===== src/rtl/ksp_pkg.sv =====
package ksp_pkg;
  localparam int N_REG     = 8;
  localparam int REG_W     = 8;
  localparam int XFER_BITS = N_REG * REG_W;
  localparam int XFER_IDX  = $clog2(XFER_BITS);
  localparam int KEY_BITS  = 64;
  // byte 0 occupies the least significant bits; bit 0 is sent first
  localparam logic [KEY_BITS-1:0] UNLOCK_KEY = 64'h5CA3_3AC5_5CA3_3AC5;

  typedef struct packed {
    logic                loadSnap;
    logic                shiftRd;
    logic                shiftWr;
    logic                commit;
    logic [XFER_IDX-1:0] bitIdx;
  } strobe_t;
endpackage


===== src/rtl/ksp_ctrl.sv =====
module ksp_ctrl
  import ksp_pkg::*;
#(
  parameter int                  KEYW  = KEY_BITS,
  parameter logic [KEYW-1:0]     KEY   = UNLOCK_KEY,
  parameter int                  NREG  = N_REG,
  parameter int                  REGW  = REG_W,
  localparam int                 XB    = NREG * REGW,
  localparam int                 XIDX  = $clog2(XB),
  localparam int                 BW    = $clog2(REGW),
  localparam int                 KPW   = $clog2(KEYW)
) (
  input  logic           clk,
  input  logic           rstN,
  input  logic           cycValid,
  input  logic           cycWrite,
  input  logic           cycDq0,
  input  logic           abortReq,
  output strobe_t        stb,
  output logic           inXfer,
  output logic [KPW-1:0] keyPtr,
  output logic           keyBlocked,
  output logic           memGrant,
  output logic           dqOutEn
);
  logic [XIDX-1:0] bitCnt;
  logic            abortNow;
  logic            liveCyc;
  logic            keyHit;
  logic            keyLast;
  logic            xferLast;

  always_comb begin
    abortNow = inXfer && abortReq;
    liveCyc  = cycValid && inXfer && !abortNow;
    keyHit   = cycValid && cycWrite && !inXfer && !keyBlocked &&
               (cycDq0 == KEY[keyPtr]);
    keyLast  = (keyPtr == KPW'(KEYW - 1));
    xferLast = (bitCnt == XIDX'(XB - 1));

    stb.loadSnap = keyHit && keyLast;
    stb.shiftRd  = liveCyc && !cycWrite;
    stb.shiftWr  = liveCyc && cycWrite;
    stb.commit   = liveCyc && cycWrite && (bitCnt[BW-1:0] == BW'(REGW - 1));
    stb.bitIdx   = bitCnt;

    memGrant = cycValid && !inXfer;
    dqOutEn  = stb.shiftRd;
  end

  always_ff @(posedge clk) begin
    if (!rstN) begin
      inXfer     <= 1'b0;
      keyPtr     <= '0;
      keyBlocked <= 1'b0;
      bitCnt     <= '0;
    end else if (abortNow) begin
      inXfer     <= 1'b0;
      keyPtr     <= '0;
      keyBlocked <= 1'b0;
      bitCnt     <= '0;
    end else if (cycValid) begin
      if (inXfer) begin
        bitCnt <= bitCnt + 1'b1;
        if (xferLast) begin
          inXfer     <= 1'b0;
          keyPtr     <= '0;
          keyBlocked <= 1'b0;
          bitCnt     <= '0;
        end
      end else if (!cycWrite) begin
        keyPtr     <= '0;
        keyBlocked <= 1'b0;
      end else if (!keyBlocked) begin
        if (keyHit) begin
          if (keyLast) begin
            inXfer <= 1'b1;
            keyPtr <= '0;
            bitCnt <= '0;
          end else begin
            keyPtr <= keyPtr + 1'b1;
          end
        end else begin
          keyBlocked <= 1'b1;
        end
      end
    end
  end
endmodule


===== src/rtl/ksp_dp.sv =====
module ksp_dp
  import ksp_pkg::*;
#(
  parameter int  NREG = N_REG,
  parameter int  REGW = REG_W,
  localparam int XB   = NREG * REGW,
  localparam int XIDX = $clog2(XB),
  localparam int BW   = $clog2(REGW),
  localparam int RW   = XIDX - BW
) (
  input  logic            clk,
  input  logic            rstN,
  input  strobe_t         stb,
  input  logic            dqIn,
  input  logic [XB-1:0]   tkSnap,
  output logic            dqOut,
  output logic [NREG-1:0] tkWrEn,
  output logic [REGW-1:0] tkWrData
);
  logic [XB-1:0]   snapReg;
  logic [REGW-1:0] byteBuf;
  logic [NREG-1:0] regHit;
  logic [RW-1:0]   regIdx;
  logic [BW-1:0]   bitPos;
  logic            snapBit;

  assign regIdx  = stb.bitIdx[XIDX-1:BW];
  assign bitPos  = stb.bitIdx[BW-1:0];
  assign snapBit = snapReg[stb.bitIdx];
  assign dqOut   = stb.shiftRd && snapBit;

  for (genvar r = 0; r < NREG; r++) begin : g_hit
    assign regHit[r] = stb.commit && (regIdx == RW'(r));
  end

  always_ff @(posedge clk) begin
    if (!rstN) begin
      snapReg <= '0;
    end else if (stb.loadSnap) begin
      snapReg <= tkSnap;
    end
  end

  always_ff @(posedge clk) begin
    if (!rstN) begin
      byteBuf <= '0;
    end else if (stb.shiftWr) begin
      byteBuf[bitPos] <= dqIn;
    end else if (stb.shiftRd) begin
      byteBuf[bitPos] <= snapBit;
    end
  end

  always_ff @(posedge clk) begin
    if (!rstN) begin
      tkWrEn   <= '0;
      tkWrData <= '0;
    end else begin
      tkWrEn <= regHit;
      if (stb.commit) begin
        tkWrData <= {dqIn, byteBuf[REGW-2:0]};
      end
    end
  end
endmodule


===== src/rtl/keyed_serial_port.sv =====
module keyed_serial_port
  import ksp_pkg::*;
#(
  parameter int              NREG = N_REG,
  parameter int              REGW = REG_W,
  parameter int              KEYW = KEY_BITS,
  parameter logic [KEYW-1:0] KEY  = UNLOCK_KEY,
  localparam int             XB   = NREG * REGW,
  localparam int             KPW  = $clog2(KEYW)
) (
  input  logic            clk,
  input  logic            rstN,
  input  logic            cycValid,
  input  logic            cycWrite,
  input  logic            cycDq0,
  input  logic            rstPinN,
  input  logic            rstIgnore,
  input  logic [XB-1:0]   tkSnap,
  output logic            memGrant,
  output logic            dqOut,
  output logic            dqOutEn,
  output logic [NREG-1:0] tkWrEn,
  output logic [REGW-1:0] tkWrData
);
  strobe_t        stb;
  logic           inXfer;
  logic [KPW-1:0] keyPtr;
  logic           keyBlocked;
  logic           abortReq;

  assign abortReq = !rstPinN && !rstIgnore;

  ksp_ctrl #(.KEYW(KEYW), .KEY(KEY), .NREG(NREG), .REGW(REGW)) u_ctrl (
    .clk(clk), .rstN(rstN), .cycValid(cycValid), .cycWrite(cycWrite),
    .cycDq0(cycDq0), .abortReq(abortReq), .stb(stb), .inXfer(inXfer),
    .keyPtr(keyPtr), .keyBlocked(keyBlocked), .memGrant(memGrant),
    .dqOutEn(dqOutEn)
  );

  ksp_dp #(.NREG(NREG), .REGW(REGW)) u_dp (
    .clk(clk), .rstN(rstN), .stb(stb), .dqIn(cycDq0), .tkSnap(tkSnap),
    .dqOut(dqOut), .tkWrEn(tkWrEn), .tkWrData(tkWrData)
  );
endmodule


===== config.mk =====
export PLATFORM = sky130hd
export DESIGN_NAME = keyed_serial_port
export DESIGN_NICKNAME = d
export VERILOG_FILES = /design/src/rtl/ksp_pkg.sv /design/src/rtl/ksp_ctrl.sv /design/src/rtl/ksp_dp.sv /design/src/rtl/keyed_serial_port.sv
export SDC_FILE = /design/constraint.sdc
export NUM_CORES = 1
export LEC_CHECK = 0
export BUFFER_PORTS_ARGS = -buffer_cell sky130_fd_sc_hd__buf_4
export CAP_MARGIN = 40
export CORE_MARGIN = 8
export CORE_UTILIZATION = 41
export CTS_BUF_LIST = sky130_fd_sc_hd__clkbuf_16
export CTS_CLUSTER_SIZE = 10
export DETAILED_ROUTE_END_ITERATION = 8
export PLACE_DENSITY_LB_ADDON = 0.3
export REMOVE_ABC_BUFFERS = 1
export SKIP_LAST_GASP = 1
export SLEW_MARGIN = 30
export SYNTH_ARGS = -nofsm -noshare
export SYNTH_HDL_FRONTEND = slang
export SYNTH_SLANG_ARGS = --single-unit

===== constraint.sdc =====
create_clock -name clk -period 2.2 [get_ports clk]
set_input_delay 0.44 -clock clk [delete_from_list [all_inputs] [get_ports clk]]
set_output_delay 0.44 -clock clk [all_outputs]
set_load 0.02 [all_outputs]

==> Yosys cells after proc, flatten, opt, wreduce, memory -nomap -nowiden <==
Memories as Yosys holds them, arrays and structs flattened. A register that Yosys moved wholly into a read port is not among the register bits.
Cells that the tools add are included.
{ "word_totals": {"regBits": 102, "mem_bits_ro": 64, "input_bits": 71, "out_inout_bits": 19, "word_cells": 103, "n_memories": 1} }
{ "mem_list": {"columns": ["name", "words", "word_bits", "rd", "rd_clocked_by_memory_dff", "write_ports", "line", "rtl"], "rows": [
  ["(no name shown)", 64, 1, 1, 1, 0, "ksp_ctrl.sv:37", "(cycDq0 == KEY[keyPtr]);"]
]} }
{ "classes": {"add_sub_neg": 2, "order_cmp": 4, "n_eq_ne": 15, "n_mux": 34, "n_bitwise": 1, "n_reduce_logical": 38} }
{ "op_table": {"columns": ["op", "n"], "rows": [
  ["$mux W6", 14],
  ["$logic_and A1 B1 Y1", 23],
  ["$bwmux W8", 2],
  ["$mux W8", 2],
  ["$eq A3 B3 Y1 const B", 5],
  ["$lt A6 B7 Y1 const B", 2],
  ["$mux W1", 14],
  ["$add A6 B1 Y6 const B", 2],
  ["$eq A6 B6 Y1 const B", 2],
  ["$reduce_bool A2 Y1", 4],
  ["$bmux W1 S6", 1],
  ["$eq A3 B2 Y1 const B", 2],
  ["$logic_not A1 Y1", 6],
  ["$reduce_and A5 Y1", 1],
  ["$lt A3 B4 Y1 const B", 1],
  ["$reduce_and A4 Y1", 1],
  ["$demux W1 S3", 1],
  ["$eq A3 B1 Y1 const B", 1],
  ["$ge A3 B1 Y1 const B", 1],
  ["$logic_not A3 Y1", 1],
  ["$ne A3 B1 Y1 const B", 1],
  ["$ne A3 B2 Y1 const B", 1],
  ["$ne A2 B1 Y1 const B", 1],
  ["$ne A2 B2 Y1 const B", 1],
  ["4 further kinds", 4]
]} }

==> Logic depth before layout (Yosys ltp) <==
{ "logic_depth": {"depth_word": 10, "ltp_mapped": 10, "ltp_nobuf": 8} }

==> Modules after synthesis <==
Synthesis repeated with hierarchy kept, for this count alone.
{ "unflattened": {"hier_cells": 505, "hier_area_um2": 4892.2} }
{ "modules_own_cells": {"columns": ["mod", "instances", "cells_per_inst", "area_per_inst_um2", "seq_area_each_um2"], "rows": [
  ["ksp_dp", 1, 382, 3931.3, 1741.7],
  ["ksp_ctrl", 1, 122, 957.2, 300.3],
  ["keyed_serial_port", 1, 1, 3.8, 0.0]
]} }

==> Least setup slack after synthesis <==
No wires, ideal clock.
{ "synth_timing": {"path_kind": "reg2out", "from": "register u_ctrl.bitCnt[0]", "to": "output dqOut", "arrival_ps": 1810, "required_ps": 1760, "path_slack_ps": -50, "stages_incl_launch_ff": 8, "n_path_buf": 1, "cell_sequence": "dfxtp_1 -> buf_6 -> mux4_2 -> nor2b_4 -> a2111oi_4 -> a211oi_2 -> o211ai_4 -> inv_1"} }
{ "synth_between": {"elab_chain_len": 3} }
{ "synth_rtl": {"columns": ["item", "line", "rtl"], "rows": [
  ["start: declaration", "ksp_ctrl.sv:26", "logic [XIDX-1:0] bitCnt;"],
  ["start signal: assignment", "ksp_ctrl.sv:64", "bitCnt <= bitCnt + 1'b1;"],
  ["$bmux W1 S6", "ksp_dp.sv:29", "assign snapBit = snapReg[stb.bitIdx];"],
  ["$mux W1 (implied by the code)", "ksp_dp.sv:29", null],
  ["$logic_and A1 B1 Y1", "ksp_dp.sv:30", "assign dqOut = stb.shiftRd && snapBit;"],
  ["end: declaration", "keyed_serial_port.sv:20", "output logic dqOut,"]
]} }
No other way between the ends. The select of a mux whose other input is x is not followed.

==> Final worst setup path <==
Ends and elaborated chain as after synthesis.

==> summary.txt <==
Drt
  • DR pass1 iterations: 4
  • M1 WL: 5516 µm
  • Vias post-DR: 4127
  • Routed WL per cell: 14.75 µm
  • DRT antenna net count: 0
  • DR iter-0 viols: 213
  • WL final: 11860 µm
  • Via/cell ratio: 5.133
  • DR WL met2: 5693 µm
  • Met3 WL: 541 µm
  • DRC Markers: 0
  • DR top layer: met4

Logic synthesis
  • Distinct cells, synth: 67
  • Yosys warning count: 0
  • Async set-reset flop share out of synthesis: 0%
  • Synthesized flop and latch total: 102
  • Post-Syn Area per Cell: 8.537 µm²
  • Leading area contributor after synthesis: dfxtp_1
  • Top_reg_cell synth: dfxtp_1
  • Count leader, synth: nand2_1
  • List of most frequent post-synthesis cells: 146 x nand2_1, 102 x dfxtp_1, 73 x a21oi_1, 31 x nor2_1, 21 x mux2i_1
  • Syn Inst Count: 548
  • Post-synth EDFFs: 0
  • Largest cells by area after synthesis: dfxtp_1 44%, nand2_1 12%, a21oi_1 7.8%, mux2i_1 4.5%, mux4_2 2.9%
  • Post-synthesis cell area: 4678 µm²
  • Synth top area share: 43.65%
  • Sequential element share of the synthesized area: 43.65%

Placed design
  • HPWL Detailed: 8978 µm
  • # port buffers: 89
  • Final GP Congestion: 0.8314

Floorplan
  • Num rows: 39
  • Initial Util: 41.50%
  • Die area: 15080 µm²
  • Die H: 122.8 µm
  • Core box area: 11270 µm²
  • Die width: 122.8 µm
  • Ports: 90

Global route
  • Total GRT Usage: 15.67%
  • First-pass GRT wire length: 19150 µm
  • Vias in the first global route: 4143
  • Global route overflow: 0
  • Largest net degree at the start of global routing: 65
  • Initial antenna violation count: 0

Setup path
  • Most common cell on crit path: buf_12
  • Crit path required time: 1.76 ns
  • WS Path Type: reg -> out
  • CP Launch Type: flop
  • Slowest CP cell: dfxtp_4
  • Capturing element type of the critical path: output pin
  • Slowest stage delay, CP: 0.36 ns
  • Critical path, cell by cell: buf_12, buf_12, or2_4, o22ai_2, o31ai_2, a311o_2, o211ai_4, inv_2, buf_6
  • Arrival time worst endpoint: 2.18 ns
  • Crit Path Max Fanout: 14

Cells and area
  • Multi-input logic area: 2421 µm²
  • Layout cells sized above 1: 29.20%
  • Number of fillers in the final layout: 1039
  • Final nets: 731
  • # diodes: 0
  • Syn-to-layout area delta: 30.76%
  • Sequential cell area: 2053 µm²

Clock tree
  • Clk_lat worst skew: 0.34 ns
  • Clk sink count: 102
  • CTS tree: yes
  • Clk slew on worst S/H paths: 0.07 ns
  • Clock Tree Buf Depth: 2
  • Clock buffer count from CTS: 9
  • Htree depth: 3
  • Root buffer cell: clkbuf_16

STA
  • Final worst path period share: 119.2%
  • Skew final: 0.008388 ns
  • Final hold vios: 0
  • Setup WS post-layout: -0.4219 ns
  • Final number of max-transition violations: 0
  • Unrepaired setup endpoints after global routing: yes
  • Slew headroom: 69.06%
  • Worst slack on hold paths: 0.3396 ns
  • Setup violators final: 9
  • Max Fclk: 381.4 MHz
  • Setup TNS: -2.311 ns
  • Min Tclk post-route: 2.622 ns
  • Worst Max-Slew Pin Slew: 0.4625 ns

Power and ir drop
  • Peak supply drop: 329.7 µV
  • P per Cell Area: 595.3 nW/µm²
  • P_leak: 2.246 nW

Flow run
  • # Max-Cap Violations: 0

Outcome
  • Failing checks: setup timing
  • Status: finished with violations

Worst hold path
  • HP Class: in -> reg
==> final cells by class <==
cell class / count / share of cell area [%]
multi-input combinational: 392 / 39.58
timing repair buffer: 138 / 17.92
sequential: 102 / 33.57
clock inverter: 6 / 1.248
clock buffer: 9 / 3.682
inverter: 14 / 1.084
tap: 143 / 2.925
==> per-stage QoR <==
| step | instances | total power, mW | worst slack (ns) | cell area, µm² | utilization (%) |
|---|---|---|---|---|---|
| floorplan | 508 | 1.939 | -1.356 | 4413 | - |
| CTS | 802 | 3.669 | -0.4680 | 6032 | 53.51 |
| detailed placement | 785 | 2.069 | -0.3008 | 5633 | 49.97 |
| global route | 804 | 3.763 | -0.4777 | 6117 | 54.27 |
| global placement | 785 | 2.065 | -0.2050 | 5633 | 49.97 |
| finish | 804 | 3.641 | -0.4219 | 6117 | 54.27 |
==> placed cells by master, fill, tap and decap left out, types with 3 or more instances in the layout <==
master and instances:
mux2i_1 20, nor3_1 4, a21oi_1 73, inv_6 3
nand3b_1 4, o221a_1 7, ha_1 3, a21o_1 4
clkbuf_16 9, buf_6 6, mux4_2 6, mux2_1 3
inv_1 11, o21ai_0 7, buf_4 129, nor2_1 31
buf_12 3, and3_1 3, nand2b_1 6, o31ai_1 3
nand2_1 146, dfxtp_1 99, nand3_1 14, dfxtp_4 3
a31oi_1 4, o211ai_1 3
==> kinds of logic after synthesis <==
kind of cell             count (synthesis)  share of synthesized area, %
flip-flops                             102                         43.65
multiplexers                            33                         8.906
adder cells (fa/ha/maj)                  3                        0.8024
buffers and inverters                   54                         7.087
XOR/XNOR                                 2                        0.3745
AO/OA/AOI/OAI                          125                         17.44
AND/OR/NAND/NOR                        229                         21.74
==> state kept, by name (all words and copies together) (netlist names), named ones only <==
signal and count:
u_ctrl.bitCnt 6, u_ctrl.keyBlocked 1, u_ctrl.inXfer 1, u_dp.byteBuf 7, u_dp.tkWrData 8, u_dp.snapReg 64
u_dp.tkWrEn 8, u_ctrl.keyPtr 6
==> path summary, 6_finish.rpt <==
check                   start          endpoint  slack, ns  depth (start not counted)
max          u_ctrl.bitCnt[0]             dqOut      -0.42                          9
min                tkSnap[61]  u_dp.snapReg[61]       0.34                          3
max reg2reg  u_ctrl.bitCnt[0]   u_dp.byteBuf[2]      -0.27                         12
min reg2reg  u_dp.snapReg[59]  u_dp.snapReg[59]       0.46                          2
==> worst max-delay path: cells and delay by family, from the launching register on <==
| family | cells | cell delay (ns) |
|---|---|---|
| flip-flops | 1 | 0.36 |
| AND/OR/NAND/NOR | 1 | 0.28 |
| AO/OA/AOI/OAI | 4 | 0.73 |
| buffers and inverters | 4 | 0.46 |
==> routing by layer <==
metal | track usage (%) | vias to the layer above
met3 | 3.312 | 10
met2 | 25.62 | 92
li1 | - | 2107
met4 | 4.417 | 0
met1 | 20.41 | 1918
met5 | 0 | -
==> repair_timing <==
action	4_1_cts	5_1_grt
gates cloned	0	0
setup buffers	2	2
gates resized for setup	23	10
setup endpoints to repair	9	9
hold buffers	0	0
pin swaps	9	4
==> report_power, final <==
| part | total [mW] | switching (mW) | internal (mW) |
|---|---|---|---|
| combinational | 0.177 | 0.0744 | 0.103 |
| sequential | 1.85 | 0.00364 | 1.84 |
| clock | 1.62 | 0.718 | 0.898 |
Note: power is estimated with default switching activity, not from simulation.
